<file path="src/rtl/rfs_pkg.sv">
// Shared types for the row refresh scheduler.
// Assumes: one outstanding request at a time; the source tag travels with it.
package rfs_pkg;
    typedef enum logic {
        SRC_ROW   = 1'b0,   // request from the distributed row pointer
        SRC_SWEEP = 1'b1    // request from a catch-up sweep
    } rfs_src_e;
endpackage

</file>
<file path="src/rtl/rfs_slot_timer.sv">
// Slot timer: counts cycles since the last normal refresh grant.
// Reports "due" from EARLY cycles on and "overdue" once PER_ROW is reached.
// Assumes PER_ROW >= 2 and EARLY < PER_ROW. Saturates at PER_ROW.
module rfs_slot_timer #(
    parameter int PER_ROW = 64,
    parameter int EARLY   = 32
) (
    input  logic clk,
    input  logic rst_n,
    input  logic restart,
    input  logic hold,
    output logic due,
    output logic overdue
);
    localparam int TW = $clog2(PER_ROW + 1);
    localparam logic [TW-1:0] LIM   = TW'(PER_ROW);
    localparam logic [TW-1:0] EARLY_V = TW'(EARLY);

    logic [TW-1:0] cnt_q;

    // count since last grant, cleared on grant or while a sweep runs
    always_ff @(posedge clk) begin
        if (!rst_n)                cnt_q <= '0;
        else if (restart || hold)  cnt_q <= '0;
        else if (cnt_q != LIM)     cnt_q <= cnt_q + 1'b1;
    end

    assign due     = (cnt_q >= EARLY_V);
    assign overdue = (cnt_q == LIM);


    overdue_persist_chk: assert property (@(posedge clk) disable iff (!rst_n)
        overdue && !restart && !hold |=> overdue);


    overdue_after_due_chk: assert property (@(posedge clk) disable iff (!rst_n)
        $rose(overdue) |-> $past(due));
endmodule

</file>
<file path="src/rtl/rfs_row_ptr.sv">
// Row pointer: steps modulo ROWS, with a synchronous clear.
// Used for the distributed pointer and for the sweep position.
// Assumes ROWS >= 2.
module rfs_row_ptr #(
    parameter int ROWS = 8192,
    localparam int RW  = (ROWS > 1) ? $clog2(ROWS) : 1
) (
    input  logic          clk,
    input  logic          rst_n,
    input  logic          step,
    input  logic          clear,
    output logic [RW-1:0] row,
    output logic          at_last
);
    localparam logic [RW-1:0] LAST = RW'(ROWS - 1);

    logic [RW-1:0] row_q;

    // advance on each accepted access, wrapping at the last row
    always_ff @(posedge clk) begin
        if (!rst_n || clear) row_q <= '0;
        else if (step)       row_q <= (row_q == LAST) ? '0 : row_q + 1'b1;
    end

    assign row     = row_q;
    assign at_last = (row_q == LAST);


    ptr_range_chk: assert property (@(posedge clk) disable iff (!rst_n)
        row_q <= LAST);


    ptr_idle_chk: assert property (@(posedge clk) disable iff (!rst_n)
        !step && !clear |=> $stable(row_q));
endmodule

</file>
<file path="src/rtl/rfs_req_ctl.sv">
// Request holder: registers one refresh request with its address and
// source tag, and keeps both steady until granted.
// Assumes the grant is only given while the request is high.
module rfs_req_ctl #(
    parameter int ADDR_W = 22
) (
    input  logic              clk,
    input  logic              rst_n,
    input  logic              launch,
    input  logic [ADDR_W-1:0] launch_addr,
    input  rfs_pkg::rfs_src_e launch_src,
    input  logic              gnt,
    output logic              req,
    output logic [ADDR_W-1:0] addr,
    output rfs_pkg::rfs_src_e src
);
    // hold request until grant, load a new one only when empty
    always_ff @(posedge clk) begin
        if (!rst_n) begin
            req  <= 1'b0;
            addr <= '0;
            src  <= rfs_pkg::SRC_ROW;
        end else if (req && gnt) begin
            req  <= 1'b0;
        end else if (!req && launch) begin
            req  <= 1'b1;
            addr <= launch_addr;
            src  <= launch_src;
        end
    end


    req_hold_chk: assert property (@(posedge clk) disable iff (!rst_n)
        req && !gnt |=> req && $stable(addr));


    req_drop_chk: assert property (@(posedge clk) disable iff (!rst_n)
        req && gnt |=> !req);
endmodule

</file>
<file path="src/rtl/rfs_sched.sv">
// Row refresh scheduler top.
// Spreads single-row refresh requests across INTERVAL_CYC, prefers idle
// windows, escalates to urgent when a slot expires, and runs full-array
// catch-up sweeps on command. Assumes the engine grants only while
// ref_req is high and performs a one-location access at ref_addr.
module rfs_sched #(
    parameter int ROWS         = 8192,
    parameter int COL_W        = 9,
    parameter int INTERVAL_CYC = 524288,
    localparam int PER_ROW     = INTERVAL_CYC / ROWS,
    localparam int EARLY       = PER_ROW / 2,
    localparam int RW          = (ROWS > 1) ? $clog2(ROWS) : 1,
    localparam int ADDR_W      = RW + COL_W
) (
    input  logic              clk,
    input  logic              rst_n,
    input  logic              bus_idle,
    input  logic              eng_busy,
    input  logic              catch_up,
    input  logic              ref_gnt,
    output logic              ref_req,
    output logic [ADDR_W-1:0] ref_addr,
    output logic              ref_urgent,
    output logic              sweep_active,
    output logic              catch_done
);
    import rfs_pkg::*;

    logic          due, overdue;
    logic [RW-1:0] norm_row, sweep_row;
    logic          norm_last, sweep_last;
    logic          sweeping_q, done_q;
    rfs_src_e      cur_src, pick_src;
    logic          take, take_norm, take_sweep, sweep_start, sweep_end;
    logic          launch;
    logic [RW-1:0] pick_row;
    logic [ADDR_W-1:0] pick_addr;

    assign take        = ref_req && ref_gnt;
    assign take_norm   = take && (cur_src == SRC_ROW);
    assign take_sweep  = take && (cur_src == SRC_SWEEP);
    assign sweep_start = catch_up && !sweeping_q;
    assign sweep_end   = take_sweep && sweep_last;

    rfs_slot_timer #(.PER_ROW(PER_ROW), .EARLY(EARLY)) u_timer (
        .clk(clk), .rst_n(rst_n),
        .restart(take_norm), .hold(sweeping_q),
        .due(due), .overdue(overdue)
    );

    rfs_row_ptr #(.ROWS(ROWS)) u_norm_ptr (
        .clk(clk), .rst_n(rst_n),
        .step(take_norm), .clear(1'b0),
        .row(norm_row), .at_last(norm_last)
    );

    rfs_row_ptr #(.ROWS(ROWS)) u_sweep_ptr (
        .clk(clk), .rst_n(rst_n),
        .step(take_sweep), .clear(sweep_start),
        .row(sweep_row), .at_last(sweep_last)
    );

    // sweep state: start on command when not running, stop after last row
    always_ff @(posedge clk) begin
        if (!rst_n) begin
            sweeping_q <= 1'b0;
            done_q     <= 1'b0;
        end else begin
            done_q <= sweep_end;
            if (sweep_start)    sweeping_q <= 1'b1;
            else if (sweep_end) sweeping_q <= 1'b0;
        end
    end

    // source choice: sweep first, then expired slot, then idle window
    always_comb begin
        launch   = 1'b0;
        pick_src = SRC_ROW;
        pick_row = norm_row;
        if (!eng_busy) begin
            if (sweeping_q) begin
                launch   = 1'b1;
                pick_src = SRC_SWEEP;
                pick_row = sweep_row;
            end else if (overdue || (due && bus_idle)) begin
                launch   = 1'b1;
            end
        end
    end

    // address shape: row base with zero column, or bare row when no column
    generate
        if (COL_W > 0) begin : g_col
            assign pick_addr = {pick_row, {COL_W{1'b0}}};
        end else begin : g_nocol
            assign pick_addr = pick_row;
        end
    endgenerate

    rfs_req_ctl #(.ADDR_W(ADDR_W)) u_req (
        .clk(clk), .rst_n(rst_n),
        .launch(launch), .launch_addr(pick_addr), .launch_src(pick_src),
        .gnt(ref_gnt),
        .req(ref_req), .addr(ref_addr), .src(cur_src)
    );

    assign ref_urgent   = overdue;
    assign sweep_active = sweeping_q;
    assign catch_done   = done_q;


    busy_block_chk: assert property (@(posedge clk) disable iff (!rst_n)
        $rose(ref_req) |-> !$past(eng_busy));


    idle_pref_chk: assert property (@(posedge clk) disable iff (!rst_n)
        $rose(ref_req) && !$past(overdue) && !$past(sweeping_q) |-> $past(bus_idle));


    done_end_chk: assert property (@(posedge clk) disable iff (!rst_n)
        $fell(sweep_active) |-> catch_done);


    done_pulse_chk: assert property (@(posedge clk) disable iff (!rst_n)
        catch_done |=> !catch_done);


    sweep_start_chk: assert property (@(posedge clk) disable iff (!rst_n)
        $rose(sweep_active) |-> $past(catch_up));
endmodule

</file>
<file path="config.mk">
export PLATFORM = sky130hd
export DESIGN_NAME = rfs_sched
export DESIGN_NICKNAME = d
export VERILOG_FILES = /design/src/rtl/rfs_pkg.sv /design/src/rtl/rfs_slot_timer.sv /design/src/rtl/rfs_row_ptr.sv /design/src/rtl/rfs_req_ctl.sv /design/src/rtl/rfs_sched.sv
export SDC_FILE = /design/constraint.sdc
export NUM_CORES = 1
export LEC_CHECK = 0
export ABC_AREA = 1
export ABC_CLOCK_PERIOD_IN_PS = 1860
export BUFFER_PORTS_ARGS = -buffer_cell sky130_fd_sc_hd__buf_2
export CAP_MARGIN = 20
export CORE_ASPECT_RATIO = 1.75
export CORE_MARGIN = 2
export CORE_UTILIZATION = 31
export DETAILED_ROUTE_END_ITERATION = 12
export GPL_TIMING_DRIVEN = 0
export PLACE_DENSITY = 0.58
export SLEW_MARGIN = 0
export SYNTH_ARGS = -nofsm -noshare
export SYNTH_HDL_FRONTEND = slang
export SYNTH_SLANG_ARGS = --single-unit
</file>
<file path="constraint.sdc">
create_clock -name clk -period 1.86 [get_ports clk]
set_clock_uncertainty 0.15 [all_clocks]
set_input_delay 0.372 -clock clk [delete_from_list [all_inputs] [get_ports clk]]
set_output_delay 0.372 -clock clk [all_outputs]
set_load 0.02 [all_outputs]
</file>
==> summary.txt, run 1 <==
Outcome
  • Run status: finished clean

Drt
  • DRC Markers: 0
  • Vias: between 2000 and 2500
  • Routed WL: 6280 um
  • Mean number of vias per cell: between 4 and 5
  • Initial DRC count: approximately 110
  • Routed Antenna Nets: 0
  • DR pass1 iterations: 4
  • DR WL/cell: roughly 13 um

GRT
  • First-pass GRT wire length: between 10000 and 15000 um
  • Number of global-route vias before repair: around 2300
  • All-layer global routing usage: between 10% and 20%
  • Pin count of the biggest net entering global routing: 16
  • Overflow after GRT: 0
  • Initial antenna violation count: 0

Critical path
  • Largest stage delay, worst path: ~0.34 ns
  • Crit. End Element: primary output
  • R2R Setup Slk: roughly 0.15 ns
  • CP Launch Type: flip-flop
  • CP Cell Sequence: inv_1 > ha_1 > inv_1 > nor2_2 > nand3_2 > inv_2 > buf_6
  • Critical Path RT: approximately 1.3 ns
  • Cells on worst reg2reg path: 11
  • Critical path's most frequent cell: inv_1
  • Arr. time, crit path: 1.27 ns
  • Setup Crit Path Kind: reg2out
  • Max FO, Critical Path: 4
  • Crit-path slowest cell: dfxtp_2
  • Reg-to-reg endpoint: u_req.addr[13]$_SDFFE_PN0P_
  • Critical R2R Launch: u_timer.cnt_q[0]$_SDFFE_PP0N_

Timing
  • Fin crit share: 96.3%
  • Setup violators final: 0
  • Slew Viols, Final: 0
  • Slew HR: approximately 66%
  • Slew @ Worst Pin: roughly 0.5 ns
  • Fin. Hold Viols: 0
  • Final WS setup: about 0.069 ns
  • Hold_ws: 0.218 ns
  • Fmax achieved: between 500 and 600 MHz
  • Final min period: about 1.8 ns

Cells and area
  • Seq. cell area: approximately 0.001 mm^2
  • Final Non-Filler Cells: 496
  • P&R area growth vs syn: 17.1%
  • Fillers: approximately 840
  • Fraction of layout cells with a size suffix above 1: roughly 16%
  • Diode count: 0
  • Final core occ: a little under two fifths
  • Final layout net count: 415
  • Area occupied by multi-input gates: 0.00130 mm^2

Place
  • Gp weighted congestion: between 0.8 and 0.9
  • Post-Place Cells: between 400 and 500
  • IO buf count: 22
  • Dpl hpwl: 4900 um
  • Pre-CTS setup slack: ~0.18 ns

Synthesis
  • Mux cell area share after synthesis: less than 1%
  • YS warnings: 0
  • Mapped Avg Cell Area: 6.94 um^2
  • Sequential share of the synthesized area: between 30% and 40%
  • Syn Std Cell Area: roughly 0.0025 mm^2
  • Yosys cell types: 27
  • Synth Area in XOR/XNOR: 3.79%
  • Post-synthesis simple-gate area fraction: approximately a third
  • Post-synthesis register bit count: 50
  • Largest family of logic cells by synthesized area: simple AND/OR/NAND/NOR gates
  • Compound-Gate Fraction of Synth Area: 8.67%
  • Gate Count Post-Synth: around 370
  • Synth top area share: ~39%
  • Ranking of synthesized cells by area: dfxtp_1 39%, nand2_1 12%, nand3_1 7.5%
  • Area leader, netlist: dfxtp_1
  • Adder-Cell Fraction of Synth Area: 1.97%

Hold path
  • Min-Delay Endpoint: sweep_active$_SDFFE_PN0P_
  • Min-Delay Startpoint: catch_up
  • HP Class: in2reg
  • Worst Hold Path Cells: 3

Clock network
  • Htree depth: 2
  • CTS Hold Bufs: 0
  • Clk buf depth: 2
  • CTS Root Cell: clkbuf_16
  • Clock Latency Late Sink: approximately 0.29 ns
  • Clk sink count: 50
  • CTS Buf Count: 5
  • Clk slew on worst S/H paths: 0.07 ns
  • CTS tree: built

Floorplan
  • Chip width: between 70 and 80 um
  • Die height: roughly 120 um
  • Initial core utilization: about a third
  • Die area: roughly 0.009 mm^2
  • IO Pins: 32
  • Row cnt: 43
  • Core Area: roughly 0.0080 mm^2

Run
  • Max cap viols: 0

Power and ir drop
  • Cell Pwr Density: about 740 mW/mm^2
  • P_leak: approximately 1.2 nW
  • Max VDD drop: roughly 340 uV
==> how the worst max path moves through the flow <==
| stage | start | endpoint | slack [ns] | cells after the start |
|---|---|---|---|---|
| after CTS | u_timer.cnt_q[0]$_SDFFE_PP0N_ | ref_urgent | 0.007 | 7 |
| final | u_timer.cnt_q[0]$_SDFFE_PP0N_ | ref_urgent | 0.07 | 7 |
| after detailed placement | u_timer.cnt_q[0]$_SDFFE_PP0N_ | u_req.addr[16]$_SDFFE_PN0P_ | 0.18 | 10 |
| after global routing | u_timer.cnt_q[0]$_SDFFE_PP0N_ | ref_urgent | -0.006 | 7 |
| after floorplan | u_timer.cnt_q[0]$_SDFFE_PP0N_ | u_req.addr[10]$_SDFFE_PN0P_ | 0.36 | 10 |
| after global placement | u_timer.cnt_q[0]$_SDFFE_PP0N_ | u_req.addr[10]$_SDFFE_PN0P_ | 0.18 | 10 |
==> cells by family (layout without fill, tap and decap cells) <==
family,Yosys count,count (layout)
adder cells (fa/ha/maj),4,4
multiplexers,1,1
other,1,9
buffers and inverters,59,91
AND/OR/NAND/NOR,197,197
AO/OA/AOI/OAI,43,43
flip-flops,50,50
XOR/XNOR,11,11
==> worst max-delay path, delay by kind of cell, from the launching register on <==
family	cells	cell delay, ns
fa+ha+maj	1	0.14
buf+inv	4	0.31
flops	1	0.34
simple gates	2	0.18
==> final cells by class <==
class	count	area share, %
buffer	16	3.66
inverter	43	5.43
clock inverter	2	0.421
timing repair buffer	24	4.42
multi-input combinational	265	43.9
tap	90	3.79
sequential	50	33.8
clock buffer	6	4.67
==> Yosys cell counts <==
| library cell | number |
|---|---|
| nor2_4 | 2 |
| inv_1 | 42 |
| a21oi_1 | 25 |
| ha_1 | 4 |
| nand3_4 | 1 |
| o21bai_1 | 1 |
| conb_1 | 1 |
| nor2_1 | 41 |
| nand2_2 | 5 |
| buf_4 | 11 |
| inv_2 | 1 |
| nand4_1 | 10 |
| dfxtp_1 | 50 |
| nor3_1 | 8 |
| nand2_1 | 84 |
| mux2i_1 | 1 |
| xor2_1 | 7 |
| nand3_2 | 2 |
| nand3_1 | 38 |
| nor2b_1 | 1 |
| buf_2 | 3 |
| xnor2_1 | 4 |
| o21ai_0 | 16 |
| clkbuf_1 | 2 |
| and3_1 | 1 |
| a211oi_1 | 1 |
| nor2_2 | 4 |
==> repair_timing <==
item | in CTS | in global routing
endpoints found under the setup margin | 1 | 10
resized for setup | 2 | 5
setup buffers | 1 | 1
pin swaps | 1 | 0
==> layer usage <==
| metal | wire length (um) | track usage, % | part of all wire [%] | vias up |
|---|---|---|---|---|
| li1 | - | - | - | 1235 |
| met5 | 0 | 0 | 0 | - |
| met3 | 242 | 2.75 | 3.9 | 14 |
| met4 | 297 | 10.4 | 4.7 | 0 |
| met1 | 2460 | 15.2 | 39 | 1062 |
| met2 | 3280 | 27.9 | 52 | 52 |
==> flip-flops by register name, summed over array words and instances, names as in the netlist <==
name / flops
u_timer.cnt_q: 7
sweep_active: 1
u_req.req: 1
u_req.addr: 13
catch_done: 1
u_norm_ptr.row: 13
u_sweep_ptr.row: 13
u_req.src: 1
==> stage by stage <==
stage | area [um^2] | power (mW) | TNS [ns]
2_1_floorplan | 2570 | 1.23 | 0
3_3_place_gp | 2790 | 1.27 | 0
3_5_place_dp | 2790 | 1.27 | 0
4_1_cts | 2950 | 2.21 | 0
5_1_grt | 2970 | 2.28 | -0.00604
6_report | 2970 | 2.19 | 0
==> cells in the final DEF, fill, tap and decap left out, types with 7 or more instances in the layout <==
master | netlist | final
dfxtp_1 | 50 | 48
buf_4 | 11 | 12
xor2_1 | 7 | 7
nor2_1 | 41 | 40
inv_1 | 42 | 41
nand3_1 | 38 | 38
o21ai_0 | 16 | 16
a21oi_1 | 25 | 25
conb_1 | 1 | 9
buf_2 | 3 | 24
nand4_1 | 10 | 10
nor3_1 | 8 | 8
nand2_1 | 84 | 84
==> report_power, final <==
part / total (mW) / switching (mW) / internal (mW) / leakage, nW
logic: 0.150 / 0.102 / 0.0485 / 0.722
clock network: 0.942 / 0.408 / 0.533 / 0.0729
registers: 1.10 / 0.0164 / 1.08 / 0.404
No activity file was read; power rests on OpenSTA's default activity.
==> run 2, diff against run 1 <==
- CELL_PAD_IN_SITES_DETAIL_PLACEMENT: unset -> 1
- CELL_PAD_IN_SITES_GLOBAL_PLACEMENT: unset -> 2
- PLACE_DENSITY: 0.58 -> 0.87
- REMOVE_ABC_BUFFERS: unset -> 1
==> run 2 against run 1 <==
Net effect: via count increased by 1.8%; combinational power fell by 4%; total power up 4.9%; non-clock buffer count is 13 lower; sequential cell count is the same; critical path type unchanged; largest cell class unchanged.
==> summary.txt, run 2 (synthesis results as in run 1) <==
Outcome
  • Run status: finished clean

Critical path
  • Max FO, Critical Path: 3
  • CP delay by family, top: flip-flops
  • R2R Setup Slk: roughly 0.11 ns
  • Arr. time, crit path: 1.30 ns
  • Cells on worst reg2reg path: 4
  • CP Cell Sequence: inv_1 > ha_4 > inv_1 > nor2_1 > nand3_2 > inv_2 > buf_6
  • Crit-path slowest cell: dfxtp_2
  • Crit. End Element: primary output
  • Critical path's most frequent cell: inv_1
  • Critical Path RT: 1.34 ns
  • CP Launch Type: flip-flop
  • Largest stage delay, worst path: roughly 0.33 ns
  • WP buf/inv: 4
  • Critical R2R Launch: sweep_active$_SDFFE_PN0P_
  • Reg-to-reg endpoint: u_req.addr[10]$_SDFFE_PN0P_
  • Setup Crit Path Kind: reg2out

Cells and area
  • Most common cell after layout, fill and taps aside: nand2_1
  • Seq. cell area: ~0.001 mm^2
  • P&R area growth vs syn: 15.1%
  • Diode count: 0
  • Final layout net count: around 400
  • Final core occ: roughly 37%
  • Final Non-Filler Cells: between 400 and 500
  • Fraction of layout cells with a size suffix above 1: 14.2%
  • Fillers: just over 1000
  • Commonest non-fill, non-tap cells in the layout: 84 x nand2_1, 47 x dfxtp_1, 41 x nor2_1
  • Area occupied by multi-input gates: around 0.0013 mm^2

Hold path
  • Min-Delay Startpoint: catch_up
  • Worst Hold Path Cells: 3
  • HP Class: in2reg
  • Min-Delay Endpoint: sweep_active$_SDFFE_PN0P_

Drt
  • Initial DRC count: 95
  • Routed WL: between 7000 and 8000 um
  • Routed Antenna Nets: 0
  • Vias: about 2400
  • DR WL/cell: approximately 15 um
  • DR pass1 iterations: 4
  • Mean number of vias per cell: 4.98
  • DRC Markers: 0

Timing
  • Setup violators final: 0
  • Hold_ws: around 0.23 ns
  • Fin. Hold Viols: 0
  • Slew HR: a little over half
  • Slew Viols, Final: 0
  • Final min period: roughly 1.8 ns
  • Fin crit share: 97.8%
  • Fmax achieved: around 550 MHz
  • Slew @ Worst Pin: 0.684 ns

Place
  • Gp weighted congestion: 0.780
  • IO buf count: 22
  • Dpl hpwl: roughly 5500 um
  • Post-Place Cells: between 400 and 500

GRT
  • Number of global-route vias before repair: 2357
  • Pin count of the biggest net entering global routing: 25
  • All-layer global routing usage: between 15 and 20%
  • Initial antenna violation count: 0
  • First-pass GRT wire length: 11200 um
  • Overflow after GRT: 0

Power and ir drop
  • P_leak: between 1 and 1.5 nW
  • Proportion of power drawn by combinational gates: 6.3%
  • Pint: between 1.5 and 2 mW
  • Switch Pwr: ~540 uW
  • Reg power frac: 47.8%
  • Max VDD drop: approximately 320 uV
  • Switching Share: between 20% and 30%
  • Cell Pwr Density: roughly 790 mW/mm^2
  • Power share of the clock group: 46.0%

Clock network
  • CTS tree: built
  • Clock Latency Late Sink: around 0.30 ns
  • Clk slew on worst S/H paths: 0.07 ns
  • Htree depth: 2
  • CTS Buf Count: 5
  • Clk buf depth: 2
  • Clk sink count: 50
  • CTS Root Cell: clkbuf_16

Floorplan
  • Chip width: around 72 um
  • IO Pins: 32
  • Die height: about 120 um
  • Core Area: between 0.007 and 0.008 mm^2
  • Die area: between 0.008 and 0.009 mm^2
  • Initial core utilization: a little under a third
  • Row cnt: 43

Run
  • Max cap viols: 0
==> run 2: changes by cell type in the layout (fill, tap and decap cells not counted), sizes merged <==
cell      before  now
buf           38   27
bufinv         0    1
clkbuf         8    5
clkinv         1    0
clkinvlp       1    2
==> run 2: how the worst max path moves through the flow <==
stage                                  start  slack (ns)                        endpoint  cells after the start
5_1_grt        u_timer.cnt_q[1]$_SDFFE_PP0N_       -0.02      u_req.addr[9]$_SDFFE_PN0P_                      9
6_report       u_timer.cnt_q[1]$_SDFFE_PP0N_        0.04                      ref_urgent                      7
2_1_floorplan  u_timer.cnt_q[0]$_SDFFE_PP0N_        0.31     u_req.addr[10]$_SDFFE_PN0P_                      9
3_5_place_dp                           rst_n        -0.1  u_norm_ptr.row[7]$_SDFFE_PN0P_                      7
4_1_cts        u_timer.cnt_q[0]$_SDFFE_PP0N_        0.01                      ref_urgent                      7
3_3_place_gp                           rst_n       -0.11  u_norm_ptr.row[5]$_SDFFE_PN0P_                      7
==> run 2: power groups by stage <==
stage	Combinational, mW	Sequential [mW]	Clock (mW)
floorplan	0.0865	1.12	0
global placement	0.126	1.12	0
detailed placement	0.128	1.12	0
CTS	0.130	1.10	1.08
global route	0.162	1.10	1.12
finish	0.144	1.10	1.06
==> run 2: stage by stage <==
step | cell area (um^2) | power (mW) | setup slack (ns) | TNS (ns)
finish | 2920 | 2.30 | 0.0410 | 0
global placement | 2690 | 1.25 | -0.106 | -0.849
global route | 2920 | 2.38 | -0.0235 | -0.109
CTS | 2870 | 2.31 | 0.0142 | 0
detailed placement | 2690 | 1.25 | -0.0997 | -0.634
floorplan | 2460 | 1.21 | 0.312 | 0
==> run 2: metal layers <==
metal,share of wire [%],track usage (%),vias to the layer above
met5,0,0,-
met4,1.9,6.37,0
met3,2.4,2.91,11
met2,58,33.7,31
met1,37,15.8,1152
li1,-,-,1211
==> run 2: area by class of cell <==
cell class	instances	share of cell area (%)
clock buffer	5	4.28
clock inverter	3	1.54
inverter	43	5.52
multi-input combinational	265	45.1
sequential	50	34.4
tap	90	3.85
timing repair buffer	27	5.27
==> run 2: repair_timing <==
item	CTS	global route
setup endpoints to repair	1	19
buffers inserted	2	3
hold buffers	0	0
gates cloned	0	0
pin swaps	1	3
gates resized for setup	2	9
==> run 2: tightest hold or removal path: cells and delay by family <==
family | cells | cell delay [ns]
buf+inv | 1 | 0.10
simple gates | 1 | 0.08
compound gates | 1 | 0.07
